$ cat config.mk
export PLATFORM = sky130hd
export DESIGN_NAME = plcp_hdr_tx
export DESIGN_NICKNAME = d
export VERILOG_FILES = /design/src/rtl/plcp_hdr_pkg.sv /design/src/rtl/plcp_phase_seq.sv /design/src/rtl/plcp_crc_unit.sv /design/src/rtl/plcp_hdr_tx.sv
export SDC_FILE = /design/constraint.sdc
export NUM_CORES = 1
export LEC_CHECK = 0
export BUFFER_PORTS_ARGS = -buffer_cell sky130_fd_sc_hd__clkbuf_2
export CAP_MARGIN = 30
export CORE_ASPECT_RATIO = 1.1
export CORE_MARGIN = 5
export CORE_UTILIZATION = 45
export CTS_CLUSTER_SIZE = 16
export DETAILED_ROUTE_END_ITERATION = 8
export HOLD_SLACK_MARGIN = 0.1
export PLACE_DENSITY = 0.72
export SLEW_MARGIN = 20
export SYNTH_ARGS = -nofsm -noshare
export SYNTH_HDL_FRONTEND = slang
export SYNTH_SLANG_ARGS = --single-unit
export TNS_END_PERCENT = 10
$ cat constraint.sdc
create_clock -name clk -period 5.56 [get_ports clk]
set_clock_uncertainty 0.05 [all_clocks]
set_input_delay 0.278 -clock clk [delete_from_list [all_inputs] [get_ports clk]]
set_output_delay 0.278 -clock clk [all_outputs]
set_load 0.005 [all_outputs]
$ cat src/rtl/plcp_hdr_pkg.sv
package plcp_hdr_pkg;

  typedef enum logic [2:0] {
    PH_IDLE = 3'd0,
    PH_SYNC = 3'd1,
    PH_SFD  = 3'd2,
    PH_SIG  = 3'd3,
    PH_SVC  = 3'd4,
    PH_LEN  = 3'd5,
    PH_CRC  = 3'd6
  } phase_e;

  localparam logic [15:0] CRC16_POLY   = 16'h1021;
  localparam logic [15:0] CRC16_PRESET = 16'hFFFF;
  localparam logic [15:0] SFD_LONG     = 16'hF3A0;

  function automatic phase_e next_phase(phase_e p);
    case (p)
      PH_SYNC: return PH_SFD;
      PH_SFD:  return PH_SIG;
      PH_SIG:  return PH_SVC;
      PH_SVC:  return PH_LEN;
      PH_LEN:  return PH_CRC;
      default: return PH_IDLE;
    endcase
  endfunction

  function automatic int unsigned max2(int unsigned a, int unsigned b);
    return (a > b) ? a : b;
  endfunction

endpackage

$ cat src/rtl/plcp_phase_seq.sv
module plcp_phase_seq
  import plcp_hdr_pkg::*;
#(
  parameter int unsigned LONG_SYNC_BITS  = 128,
  parameter int unsigned SHORT_SYNC_BITS = 56,
  parameter int unsigned SFD_BITS        = 16,
  parameter int unsigned SIG_BITS        = 8,
  parameter int unsigned SVC_BITS        = 8,
  parameter int unsigned LEN_BITS        = 16,
  parameter int unsigned CRC_BITS        = 16,
  localparam int unsigned MAX_SPAN = max2(max2(max2(LONG_SYNC_BITS, SHORT_SYNC_BITS),
                                               max2(SFD_BITS, CRC_BITS)),
                                          max2(max2(SIG_BITS, SVC_BITS), LEN_BITS)),
  localparam int unsigned IDX_W    = $clog2(MAX_SPAN)
) (
  input  logic             clk,
  input  logic             rst_n,
  input  logic             accept_i,
  input  logic             short_i,
  input  logic             tick_i,
  output phase_e           phase_o,
  output logic [IDX_W-1:0] idx_o,
  output logic             adv_o,
  output logic             final_o
);

  phase_e           phase_q;
  logic [IDX_W-1:0] idx_q;
  logic [IDX_W-1:0] last_idx;
  logic             at_end;
  logic             adv;

  function automatic int unsigned span(phase_e p, logic shrt);
    case (p)
      PH_SYNC: return shrt ? SHORT_SYNC_BITS : LONG_SYNC_BITS;
      PH_SFD:  return SFD_BITS;
      PH_SIG:  return SIG_BITS;
      PH_SVC:  return SVC_BITS;
      PH_LEN:  return LEN_BITS;
      PH_CRC:  return CRC_BITS;
      default: return 1;
    endcase
  endfunction

  always_comb begin
    last_idx = IDX_W'(span(phase_q, short_i) - 1);
    at_end   = (idx_q == last_idx);
    adv      = (phase_q != PH_IDLE) && tick_i;
  end

  always_ff @(posedge clk) begin
    if (!rst_n) begin
      phase_q <= PH_IDLE;
      idx_q   <= '0;
    end else if (accept_i && phase_q == PH_IDLE) begin
      phase_q <= PH_SYNC;
      idx_q   <= '0;
    end else if (adv) begin
      if (at_end) begin
        phase_q <= next_phase(phase_q);
        idx_q   <= '0;
      end else begin
        idx_q <= idx_q + 1'b1;
      end
    end
  end

  assign phase_o = phase_q;
  assign idx_o   = idx_q;
  assign adv_o   = adv;
  assign final_o = adv && at_end && (phase_q == PH_CRC);

  // the position inside the frame moves only on a tick
  assert_hold_without_tick_R4: assert property (@(posedge clk) disable iff (!rst_n)
    (phase_q != PH_IDLE && !tick_i) |=> ($stable(phase_q) && $stable(idx_q)));

  // the bit index never runs past the span of its phase
  assert_idx_in_span_R9: assert property (@(posedge clk) disable iff (!rst_n)
    (phase_q != PH_IDLE) |-> (int'(idx_q) < int'(span(phase_q, short_i))));

  // leaving the check-word phase always ends the frame
  assert_crc_exit_idle_R9: assert property (@(posedge clk) disable iff (!rst_n)
    (phase_q == PH_CRC && adv && at_end) |=> (phase_q == PH_IDLE));

endmodule

$ cat src/rtl/plcp_crc_unit.sv
module plcp_crc_unit #(
  parameter int unsigned       CRC_W  = 16,
  parameter logic [CRC_W-1:0]  POLY   = 16'h1021,
  parameter logic [CRC_W-1:0]  PRESET = 16'hFFFF
) (
  input  logic             clk,
  input  logic             rst_n,
  input  logic             init_i,
  input  logic             step_i,
  input  logic             shift_i,
  input  logic             din_i,
  output logic [CRC_W-1:0] crc_o,
  output logic             out_bit_o
);

  logic [CRC_W-1:0] crc_q;

  function automatic logic [CRC_W-1:0] crc_step(logic [CRC_W-1:0] c, logic b);
    logic fb;
    fb = c[CRC_W-1] ^ b;
    return {c[CRC_W-2:0], 1'b0} ^ (fb ? POLY : '0);
  endfunction

  always_ff @(posedge clk) begin
    if (!rst_n) begin
      crc_q <= PRESET;
    end else if (init_i) begin
      crc_q <= PRESET;
    end else if (step_i) begin
      crc_q <= crc_step(crc_q, din_i);
    end else if (shift_i) begin
      crc_q <= {crc_q[CRC_W-2:0], 1'b1};
    end
  end

  assign crc_o     = crc_q;
  assign out_bit_o = ~crc_q[CRC_W-1];

  // a fresh frame always starts from the preset value
  assert_preset_on_init_R8: assert property (@(posedge clk) disable iff (!rst_n)
    init_i |=> (crc_q == PRESET));

  // register only changes when fed, shifted or preset
  assert_idle_hold_R8: assert property (@(posedge clk) disable iff (!rst_n)
    (!init_i && !step_i && !shift_i) |=> $stable(crc_q));

endmodule

$ cat src/rtl/plcp_hdr_tx.sv
module plcp_hdr_tx
  import plcp_hdr_pkg::*;
#(
  parameter int unsigned       LONG_SYNC_BITS  = 128,
  parameter int unsigned       SHORT_SYNC_BITS = 56,
  parameter int unsigned       SFD_BITS        = 16,
  parameter logic [SFD_BITS-1:0] SFD_WORD      = SFD_LONG,
  parameter int unsigned       SIG_BITS        = 8,
  parameter int unsigned       SVC_BITS        = 8,
  parameter int unsigned       LEN_BITS        = 16,
  parameter int unsigned       CRC_BITS        = 16,
  localparam int unsigned      HDR_BITS = SIG_BITS + SVC_BITS + LEN_BITS,
  localparam int unsigned      HPOS_W   = $clog2(HDR_BITS),
  localparam int unsigned      SPOS_W   = $clog2(SFD_BITS),
  localparam int unsigned      MAX_SPAN = max2(max2(max2(LONG_SYNC_BITS, SHORT_SYNC_BITS),
                                                    max2(SFD_BITS, CRC_BITS)),
                                               max2(max2(SIG_BITS, SVC_BITS), LEN_BITS)),
  localparam int unsigned      IDX_W    = $clog2(MAX_SPAN)
) (
  input  logic                clk,
  input  logic                rst_n,
  input  logic                start_i,
  input  logic                short_pre_i,
  input  logic [SIG_BITS-1:0] sig_i,
  input  logic [SVC_BITS-1:0] svc_i,
  input  logic [LEN_BITS-1:0] len_i,
  input  logic                bit_en_i,
  output logic                bit_o,
  output logic                bit_valid_o,
  output logic                busy_o,
  output logic                done_o
);

  // captured frame parameters
  logic                short_q;
  logic [HDR_BITS-1:0] hdr_q;

  // sequencer events
  phase_e           phase;
  logic [IDX_W-1:0] idx;
  logic             adv;
  logic             final_bit;
  logic             accept;

  // bit selection
  logic [SFD_BITS-1:0] sfd_short;
  logic [SFD_BITS-1:0] sfd_sel;
  logic [HPOS_W-1:0]   hpos;
  logic                in_header;
  logic                cur_bit;

  // check word
  logic [CRC_BITS-1:0] crc_val;
  logic                crc_bit;

  // output registers
  logic bit_q, valid_q, done_q;

  assign accept = start_i && (phase == PH_IDLE);

  always_ff @(posedge clk) begin
    if (!rst_n) begin
      short_q <= 1'b0;
      hdr_q   <= '0;
    end else if (accept) begin
      short_q <= short_pre_i;
      hdr_q   <= {len_i, svc_i, sig_i};
    end
  end

  // short delimiter is the long word mirrored
  for (genvar g = 0; g < int'(SFD_BITS); g++) begin : g_sfd_mirror
    assign sfd_short[g] = SFD_WORD[SFD_BITS-1-g];
  end

  assign sfd_sel = short_q ? sfd_short : SFD_WORD;

  always_comb begin
    case (phase)
      PH_SVC:  hpos = HPOS_W'(SIG_BITS) + HPOS_W'(idx);
      PH_LEN:  hpos = HPOS_W'(SIG_BITS + SVC_BITS) + HPOS_W'(idx);
      default: hpos = HPOS_W'(idx);
    endcase
    in_header = (phase == PH_SIG) || (phase == PH_SVC) || (phase == PH_LEN);
  end

  always_comb begin
    case (phase)
      PH_SYNC: cur_bit = ~short_q;
      PH_SFD:  cur_bit = sfd_sel[SPOS_W'(idx)];
      PH_SIG,
      PH_SVC,
      PH_LEN:  cur_bit = hdr_q[hpos];
      PH_CRC:  cur_bit = crc_bit;
      default: cur_bit = 1'b0;
    endcase
  end

  plcp_phase_seq #(
    .LONG_SYNC_BITS (LONG_SYNC_BITS),
    .SHORT_SYNC_BITS(SHORT_SYNC_BITS),
    .SFD_BITS       (SFD_BITS),
    .SIG_BITS       (SIG_BITS),
    .SVC_BITS       (SVC_BITS),
    .LEN_BITS       (LEN_BITS),
    .CRC_BITS       (CRC_BITS)
  ) seq_i (
    .clk     (clk),
    .rst_n   (rst_n),
    .accept_i(accept),
    .short_i (short_q),
    .tick_i  (bit_en_i),
    .phase_o (phase),
    .idx_o   (idx),
    .adv_o   (adv),
    .final_o (final_bit)
  );

  plcp_crc_unit #(
    .CRC_W (CRC_BITS),
    .POLY  (CRC_BITS'(CRC16_POLY)),
    .PRESET(CRC_BITS'(CRC16_PRESET))
  ) crc_i (
    .clk      (clk),
    .rst_n    (rst_n),
    .init_i   (accept),
    .step_i   (adv && in_header),
    .shift_i  (adv && (phase == PH_CRC)),
    .din_i    (cur_bit),
    .crc_o    (crc_val),
    .out_bit_o(crc_bit)
  );

  always_ff @(posedge clk) begin
    if (!rst_n) begin
      bit_q   <= 1'b0;
      valid_q <= 1'b0;
      done_q  <= 1'b0;
    end else begin
      valid_q <= adv;
      done_q  <= final_bit;
      if (adv) bit_q <= cur_bit;
    end
  end

  assign bit_o       = bit_q;
  assign bit_valid_o = valid_q;
  assign done_o      = done_q;
  assign busy_o      = (phase != PH_IDLE);

  // every output bit is the answer to a tick one cycle earlier
  assert_valid_follows_tick_R4: assert property (@(posedge clk) disable iff (!rst_n)
    bit_valid_o |-> $past(bit_en_i));

  // done marks the last bit and the block is idle again
  assert_done_on_last_bit_R9: assert property (@(posedge clk) disable iff (!rst_n)
    done_o |-> (bit_valid_o && !busy_o));

  // done is a single-cycle pulse
  assert_done_pulse_R9: assert property (@(posedge clk) disable iff (!rst_n)
    done_o |=> !done_o);

  // captured fields do not move while a frame runs
  assert_capture_stable_R2: assert property (@(posedge clk) disable iff (!rst_n)
    busy_o |=> ($stable(hdr_q) && $stable(short_q)));

  // a start during a frame does not cut it short
  assert_busy_start_ignored_R3: assert property (@(posedge clk) disable iff (!rst_n)
    (busy_o && start_i && !final_bit) |=> busy_o);

  // each frame begins its check word from the preset
  assert_crc_preset_R8: assert property (@(posedge clk) disable iff (!rst_n)
    $rose(busy_o) |-> (crc_val == CRC_BITS'(CRC16_PRESET)));

  // nothing is emitted in the first cycle after reset
  assert_reset_quiet_R1: assert property (@(posedge clk)
    !rst_n |=> (!bit_valid_o && !done_o && !busy_o));

endmodule

==> flow_summary.yaml, run 1 <==
synthesis:
  synth_fa_ha_area_share_pct: 0.8628
  synth_top_family_by_area: "simple AND/OR/NAND/NOR gates"
  synth_compound_area_share_pct: 11.13
  async_reset_ff_share_pct: 0
  synth.area.mux_share_pct: 11.04
  synth.top_cells.by_area: "dfxtp_1 (43%), nand2_1 (13%), a21oi_1 (6.9%)"
  yosysMostFrequentCell: "nand2_1"
  synth-xor-area-share_pct: 3.322
  synth_warnings: 0
  ys_types: 40
  synth_area_sq_mm: 0.002900
  synth_seq_area_share_pct: 42.80
  syn_nets: 386
  yosys-top-cells-count: "nand2_1 (103), dfxtp_1 (62), a21oi_1 (40), nor2_1 (20), clkbuf_1 (17)"
  synth_top_area_share_pct: 42.80
  syn_area_per_cell_sq_um: 8.358
  synth-seq-cells: 62
  ys.flop_type: "dfxtp_1"
  synth_simple_gate_area_share_pct: 25.97
  yosys.area.top_type: "dfxtp_1"
  netlist_instances: 347
  synth_edf_count: 0
critical_path:
  crit_top_cell: "mux2i_1"
  cp_slowest_cell: "dfxtp_1"
  max_stage_delay_ns: 0.74
  end_kind: "register"
  worstPathArrival_ns: 2.84
  path_cells: "mux4_1 -> mux2i_1 -> mux2i_1 -> mux2i_2 -> mux2i_1 -> xor2_1 -> a31oi_1"
  critPathKind: "reg -> reg"
  startpoint_type: "register"
  path_max_fanout: 15
  critPathRequiredTime_ns: 5.72
sta:
  holdWs_ns: 0.1160
  max_clock_freq_mhz: 373.6
  hold_viol_final: 0
  setup_slack_ns: 2.883
  relSlewSlack_pct: 56.74
  fin_crit_ns: 2.677
  setup_viol: 0
  tightest_slew_ns: 0.6480
  setup-tns-final_ns: 0
  finalMaxSlewViolations: 0
  finalCritPeriodShare_pct: 48.15
  rsz0062_at_grt: "false"
clock_tree:
  cts_hold_buf: 19
  post_cts_buffers: 0
  cts_tree: "built"
  cts_max_level: 3
  numCtsBuffers: 9
  cts.clk_slew.worst_paths_ns: 0.07
  worstSkewPairLatency_ns: 0.34
  cts-root-buf: "clkbuf_8"
  clock_path_buffers: 2
  cts.repair.resized: 0
  cts.sinks: 62
global_routing:
  grt_first_pass_wirelength_um: 10490
  antenna_found_initial: 0
  grt_max_degree: 38
  track_usage_pct: 16.31
  grt_pass1_vias: 2340
  overflow: 0
place:
  portBuffers: 40
  post-place-ws_ns: 2.772
  routabilityCongestion: 0.8313
  dp_hpwl_um: 4162
  place_area_sq_mm: 0.003100
floorplanning:
  fp-row-count: 30
  die_x_um: 86.55
  core_area_sq_mm: 0.006231
  pin_count: 41
  start_util_pct: 46.55
  die_y_um: 94.20
  die_area_sq_mm: 0.008153
finish:
  drive_gt1_share_pct: 16.42
  fill_cells: 593
  synthToLayoutAreaGrowth_pct: 20.92
  stdcell_area_sq_mm: 0.003507
  num_antenna_cells: 0
  layout.nets: 436
  fin_util_pct: 56.29
drt:
  antenna_left: 0
  drt-total-wl_um: 6126
  viasPerCell: 5.098
  vias: 2457
  drt_pre_antenna_iters: 5
  drt_iter0_markers: 167
  drc: 0
  wl_per_cell_um: 12.71
pwr:
  leakagePower_nw: 1.486
  peakVddDrop_mv: 0.1641
  powerDensity_mw_per_mm2: 279.5
run_status:
  outcome: "finished, final reports clean"
hold_path:
  hold_class: "in -> reg"
flow_run:
  cap_violations: 0
[layout make-up]
| class | count | area (sq um) | area share (%) |
|---|---|---|---|
| multi-input cells | 256 | 1518 | 43.28 |
| clock buffers | 13 | 158.9 | 4.531 |
| clock inverters | 3 | 42.54 | 1.213 |
| inverters | 5 | 18.77 | 0.5351 |
| well taps | 80 | 100.1 | 2.854 |
| repair buffers | 63 | 427.9 | 12.20 |
| flip-flops and latches | 62 | 1241 | 35.39 |
[final timing paths]
kind                                startpoint        endpoint  slack, ns  cells past startpoint
worst max register to register  seq_i.idx_o[1]  crc_i.crc_o[5]       2.88                      7
worst min-delay path                  len_i[1]       hdr_q[17]       0.12                      3
worst max-delay path            seq_i.idx_o[1]  crc_i.crc_o[5]       2.88                      7
worst min register to register       hdr_q[21]       hdr_q[21]       0.40                      2
[where the power goes]
| part | leakage (nW) | total [W] | switching, W | internal, W |
|---|---|---|---|---|
| logic | 0.881 | 0.000104 | 0.0000540 | 0.0000501 |
| clock network | 0.0996 | 0.000402 | 0.000170 | 0.000231 |
| registers | 0.506 | 0.000475 | 0.0000127 | 0.000462 |
[cell families after synthesis]
family,count (synthesis)
xor gates and xnor gates,11
buffers and inverters,29
muxes,19
DFF,62
and+or+nand+nor,168
AOI/OAI and AO/OA,56
adders and majority gates,2
[routing by layer]
layer	share of wire (%)	wire [um]	track usage, %	vias to the layer above
met5	0	0	0	-
met4	2.2	132	7.013	0
met3	4.1	253	4.474	12
met2	47	2909	26.08	57
met1	46	2830	20.47	1110
li1	-	-	-	1278
[registers in the layout, summed over array words and instances (netlist names)]
signal and cells:
bit_o 1, bit_valid_o 1, crc_i.crc_o 16, done_o 1, hdr_q 32, seq_i.idx_o 7, seq_i.phase_o 3, short_q 1
[worst max-delay path, delay by kind of cell, from the launching register on]
kind           cells  cell delay (ns)
AO/OA/AOI/OAI      1             0.09
multiplexers       5             1.50
flip-flops         1             0.74
XOR/XNOR           1             0.17
[placed cells by master (no fill, tap or decap), types with 2 or more instances in the layout]
master | synthesis | routed
a211oi_1 | 3 | 3
a21oi_1 | 40 | 40
a221oi_1 | 2 | 2
a31oi_1 | 4 | 4
and2_1 | 3 | 3
and3_1 | 5 | 5
and4_1 | 2 | 2
buf_4 | 3 | 3
clkbuf_1 | 17 | 2
clkbuf_2 | 0 | 40
clkbuf_8 | 0 | 11
dfxtp_1 | 62 | 62
dlygate4sd3_1 | 0 | 19
ha_1 | 2 | 2
inv_1 | 3 | 3
inv_2 | 2 | 2
mux2i_1 | 10 | 10
mux4_1 | 7 | 7
nand2_1 | 103 | 103
nand2b_1 | 6 | 6
nand3_1 | 16 | 16
nor2_1 | 20 | 20
nor2b_1 | 3 | 3
nor3_1 | 2 | 2
nor4bb_1 | 2 | 2
o21ai_0 | 3 | 3
xnor2_1 | 5 | 5
xor2_1 | 6 | 6
[stage by stage]
stage / instances / total power [W]
6_report: 482 / 0.0009802
5_1_grt: 482 / 0.001024
4_1_cts: 480 / 0.0009921
3_5_place_dp: 445 / 0.0005779
3_3_place_gp: 444 / 0.0005734
2_1_floorplan: 347 / 0.0005462
Note: power is estimated with default switching activity, not from simulation.
==> run 2, diff against run 1 <==
clock period = 2.74 ns   (was 5.56 ns; I/O delays follow)
==> run 2 against run 1 <==
Fmax is 5.5% higher. Worst setup slack worse by 2.7 ns. Largest cell class unchanged. Highest routed layer unchanged. Routed wire length increased by 8.1%. Clock power grew 98%. Non-clock buffer count up 19. Core utilization is 2.8 points higher. Combinational power grew 120%. Critical path depth rose by 1. Count of clock-buffer cells in the layout shrank 3. Global-route usage is 1.4 points higher. Critical path type unchanged. Die area stayed put.
==> flow_summary.yaml, run 2 (same netlist as run 1, synthesis figures left out) <==
global_routing:
  overflow: 0
  track_usage_pct: 17.71
  antenna_found_initial: 0
  grt_first_pass_wirelength_um: 11210
  grt_max_degree: 38
  grt_pass1_vias: 2497
floorplanning:
  die_area_sq_mm: 0.008153
  pin_count: 41
  die_x_um: 86.55
  start_util_pct: 46.55
  die_y_um: 94.20
  core_area_sq_mm: 0.006231
  fp-row-count: 30
sta:
  relSlewSlack_pct: 56.66
  finalCritPeriodShare_pct: 92.63
  setup_slack_ns: 0.2018
  setup-tns-final_ns: 0
  hold_viol_final: 0
  finalMaxSlewViolations: 0
  max_clock_freq_mhz: 394.0
  fin_crit_ns: 2.538
  tightest_slew_ns: 0.6492
  setup_viol: 0
  rsz0062_at_grt: "false"
finish:
  largest_register_ffs: 32
  synthToLayoutAreaGrowth_pct: 26.92
  multi_input_area_sq_mm: 0.001518
  layout.nets: 455
  drive_gt1_share_pct: 17.10
  layout_common_cells: "nand2_1 (103), dfxtp_1 (61), a21oi_1 (40), clkbuf_2 (40), dlygate4sd3_1 (35)"
  fin_util_pct: 59.08
  seq_area_sq_mm: 0.001242
  num_antenna_cells: 0
  layout_commonest_cell: "nand2_1"
  fill_cells: 575
  regMostFlops: "hdr_q"
place:
  post-place-ws_ns: 0.04598
  portBuffers: 40
  dp_hpwl_um: 4433
  routabilityCongestion: 0.8527
clock_tree:
  cts_max_level: 3
  cts-root-buf: "clkbuf_8"
  worstSkewPairLatency_ns: 0.33
  post_cts_buffers: 0
  cts.sinks: 62
  cts.clk_slew.worst_paths_ns: 0.07
  numCtsBuffers: 9
  cts_tree: "built"
  clock_path_buffers: 2
critical_path:
  worstPathArrival_ns: 2.68
  end_kind: "register"
  critPathKind: "reg -> reg"
  startpoint_type: "register"
  reg2reg_slack_ns: 0.20
  path_max_fanout: 10
  critPathRequiredTime_ns: 2.88
drt:
  drt-total-wl_um: 6622
  wl_per_cell_um: 13.22
  drc: 0
  vias: 2583
  viasPerCell: 5.156
  drt_pre_antenna_iters: 4
  drt_iter0_markers: 178
  antenna_left: 0
hold_path:
  hold_class: "in -> reg"
pwr:
  leakagePower_nw: 1.568
  powerDensity_mw_per_mm2: 540.9
  peakVddDrop_mv: 0.3766
flow_run:
  cap_violations: 0
run_status:
  outcome: "finished, final reports clean"
## run 2: power breakdown
part	internal [W]	switching (W)	total, W	leakage, nW
registers	0.000937	0.0000287	0.000966	0.506
logic	0.000115	0.000114	0.000228	0.960
clock network	0.000441	0.000356	0.000797	0.102
## run 2: worst paths after layout
kind | start | end | cells after the start
max | seq_i.idx_o[3] | crc_i.crc_o[5] | 8
min | start_i | crc_i.crc_o[15] | 4
max reg2reg | seq_i.idx_o[3] | crc_i.crc_o[5] | 8
min reg2reg | hdr_q[8] | hdr_q[8] | 2
## run 2: through the flow
step,total power [W],cells,instance area [sq um],hold slack [ns]
final,0.001991,501,3681,0.2537
after global routing,0.002087,501,3681,0.2438
after CTS,0.002011,501,3680,0.2330
after detailed placement,0.001175,450,3131,0.3154
after global placement,0.001168,450,3131,0.3105
after floorplan,0.001108,347,2900,0.2230
## run 2: final cells by class
class                           count  area share (%)
Clock buffer                       10           3.739
Clock inverter                      6           1.666
Inverter                            5          0.5099
Multi-Input combinational cell    256           41.23
Sequential cell                    62           33.75
Tap cell                           80           2.719
Timing Repair Buffer               82           16.38
## run 2: what timing repair did
item,4_1_cts,5_1_grt
gates resized for setup,0,1
hold buffers,35,0
endpoints found under the setup margin,0,2
endpoints found under the hold margin,36,0
## run 2: worst max-delay path: stages (launching register included)
cell and delay [ns]:
dfxtp_1 0.42, ha_1 0.33, nor4bb_1 0.47, a211oi_4 0.08, mux2i_1 0.16, mux2i_2 0.28
mux2i_1 0.33, xor2_1 0.18, a31oi_1 0.10
## run 2: layer usage
layer / global-route usage, % / wire [um]
met1: 20.61 / 2856
met2: 29.85 / 3309
met3: 5.000 / 333
met4: 8.182 / 122
met5: 0 / 0
==> run 3, diff against run 2 <==
--- a/config.mk
+++ b/config.mk
@@ -12,3 +12,3 @@
 export CORE_UTILIZATION = 45
-export CTS_CLUSTER_SIZE = 16
+export CTS_CLUSTER_SIZE = 8
 export DETAILED_ROUTE_END_ITERATION = 8
==> constraint.sdc (replaced) <==
create_clock -name clk -period 2.74 [get_ports clk]
set_clock_uncertainty 0.05 [all_clocks]
set_input_delay 0.274 -clock clk [delete_from_list [all_inputs] [get_ports clk]]
set_output_delay 0.274 -clock clk [all_outputs]
set_load 0.005 [all_outputs]
==> run 3 against run 2 <==
Combinational power shrank 7%. Total power shrank 0.81%. Core utilization shrank 2.2 points. Sequential cell count is the same. Largest cell class unchanged. Critical endpoint unchanged. Count of clock-buffer cells in the layout is the same. Sequential power is essentially flat. Cell area shrank 3.8%.
==> flow_summary.yaml, run 3 (same netlist as run 1, synthesis figures left out) <==
run_status:
  outcome: "finished, final reports clean"
floorplanning:
  pin_count: 41
  core_area_sq_mm: 0.006231
  die_x_um: 86.55
  die_area_sq_mm: 0.008153
  die_y_um: 94.20
  start_util_pct: 46.55
  fp-row-count: 30
drt:
  vias: 2513
  viasPerCell: 5.160
  wl_per_cell_um: 13.17
  drc: 0
  drt-total-wl_um: 6415
  drt_iter0_markers: 122
  antenna_left: 0
  drt_pre_antenna_iters: 4
critical_path:
  reg2reg_slack_ns: 0.20
  max_stage_delay_ns: 0.47
  path_buf_inv: 0
  crit_family: "multiplexers"
  startpoint_type: "register"
  critPathRequiredTime_ns: 2.88
  critPathKind: "reg -> reg"
  path_max_fanout: 10
  end_kind: "register"
  worstPathArrival_ns: 2.68
  path_cells: "ha_1 -> nor4bb_1 -> a211oi_4 -> mux2i_1 -> mux2i_2 -> mux2i_1 -> xor2_1 -> a31oi_1"
  crit_top_cell: "mux2i_1"
  cp_slowest_cell: "nor4bb_1"
finish:
  regMostFlops: "hdr_q"
  multi_input_area_sq_mm: 0.001518
  layout_commonest_cell: "nand2_1"
  fill_cells: 601
  layout.nets: 441
  seq_area_sq_mm: 0.001242
  layout_common_cells: "nand2_1 (103), dfxtp_1 (61), a21oi_1 (40), clkbuf_2 (40), dlygate4sd3_1 (21)"
  num_antenna_cells: 0
  drive_gt1_share_pct: 17.69
  synthToLayoutAreaGrowth_pct: 22.09
  largest_register_ffs: 32
global_routing:
  grt_max_degree: 38
  antenna_found_initial: 0
  grt_first_pass_wirelength_um: 10980
  track_usage_pct: 17.21
  grt_pass1_vias: 2419
  overflow: 0
pwr:
  leakagePower_nw: 1.510
  powerDensity_mw_per_mm2: 557.7
  peakVddDrop_mv: 0.3748
clock_tree:
  post_cts_buffers: 0
  worstSkewPairLatency_ns: 0.34
  cts.clk_slew.worst_paths_ns: 0.07
  cts_tree: "built"
  clock_path_buffers: 2
  cts-root-buf: "clkbuf_8"
  numCtsBuffers: 9
  cts_max_level: 3
  cts.sinks: 62
sta:
  tightest_slew_ns: 0.6390
  setup_viol: 0
  rsz0062_at_grt: "false"
  relSlewSlack_pct: 57.34
  max_clock_freq_mhz: 393.8
  hold_viol_final: 0
  fin_crit_ns: 2.539
  finalMaxSlewViolations: 0
  setup-tns-final_ns: 0
  holdWs_ns: 0.1152
  finalCritPeriodShare_pct: 92.67
place:
  portBuffers: 40
  routabilityCongestion: 0.8527
  dp_hpwl_um: 4433
flow_run:
  cap_violations: 0
hold_path:
  hold_class: "in -> reg"
[run 3: cell types whose count changed in the layout (fill, tap and decap cells not counted), sizes merged]
cell and delta:
dlygate4sd3 -14
[run 3: final timing paths]
path / startpoint / to / depth (start not counted)
max: seq_i.idx_o[3] / crc_i.crc_o[5] / 8
max reg2reg: seq_i.idx_o[3] / crc_i.crc_o[5] / 8
min: len_i[1] / hdr_q[17] / 3
min reg2reg: hdr_q[6] / hdr_q[6] / 2
[run 3: per-stage QoR]
stage          setup WS, ns  instances  utilization (%)  total power (W)  cell area (sq um)
6_report             0.2009        487            56.83         0.001975               3541
4_1_cts             0.03817        486            56.65         0.001994               3530
5_1_grt             0.04057        487            56.83         0.002069               3541
3_5_place_dp        0.04598        450            50.24         0.001175               3131
2_1_floorplan        0.4726        347                -         0.001108               2900
3_3_place_gp         0.1426        450            50.24         0.001168               3131
[run 3: final cells by class]
cell class | instances | share of cell area [%]
multi-input combinational | 256 | 42.86
sequential | 62 | 35.09
timing repair buffer | 68 | 13.07
clock buffer | 10 | 3.887
tap | 80 | 2.827
clock inverter | 6 | 1.731
inverter | 5 | 0.5300
[run 3: what timing repair did]
action                                  CTS  global route
hold endpoints to repair                 20             1
hold buffers                             20             1
endpoints found under the setup margin    0             2
resized for setup                         0             1
[run 3: report_power, final]
part	internal, W	switching [W]	total, W
Clock	0.000441	0.000357	0.000798
Combinational	0.000102	0.000109	0.000211
Sequential	0.000937	0.0000288	0.000966
[run 3: worst register-to-register path, delay by kind of cell (launching register included)]
family	cells	cell delay, ns
AND/OR/NAND/NOR	1	0.47
adder cells (fa/ha/maj)	1	0.33
flip-flops	1	0.42
AO/OA/AOI/OAI	2	0.18
XOR/XNOR	1	0.18
multiplexers	3	0.77
[run 3: routing by layer]
| metal | global-route usage, % | share of wire [%] |
|---|---|---|
| met1 | 20.64 | 45 |
| met2 | 28.13 | 48 |
| met3 | 4.912 | 5.0 |
| met4 | 8.182 | 2.0 |
| met5 | 0 | 0 |
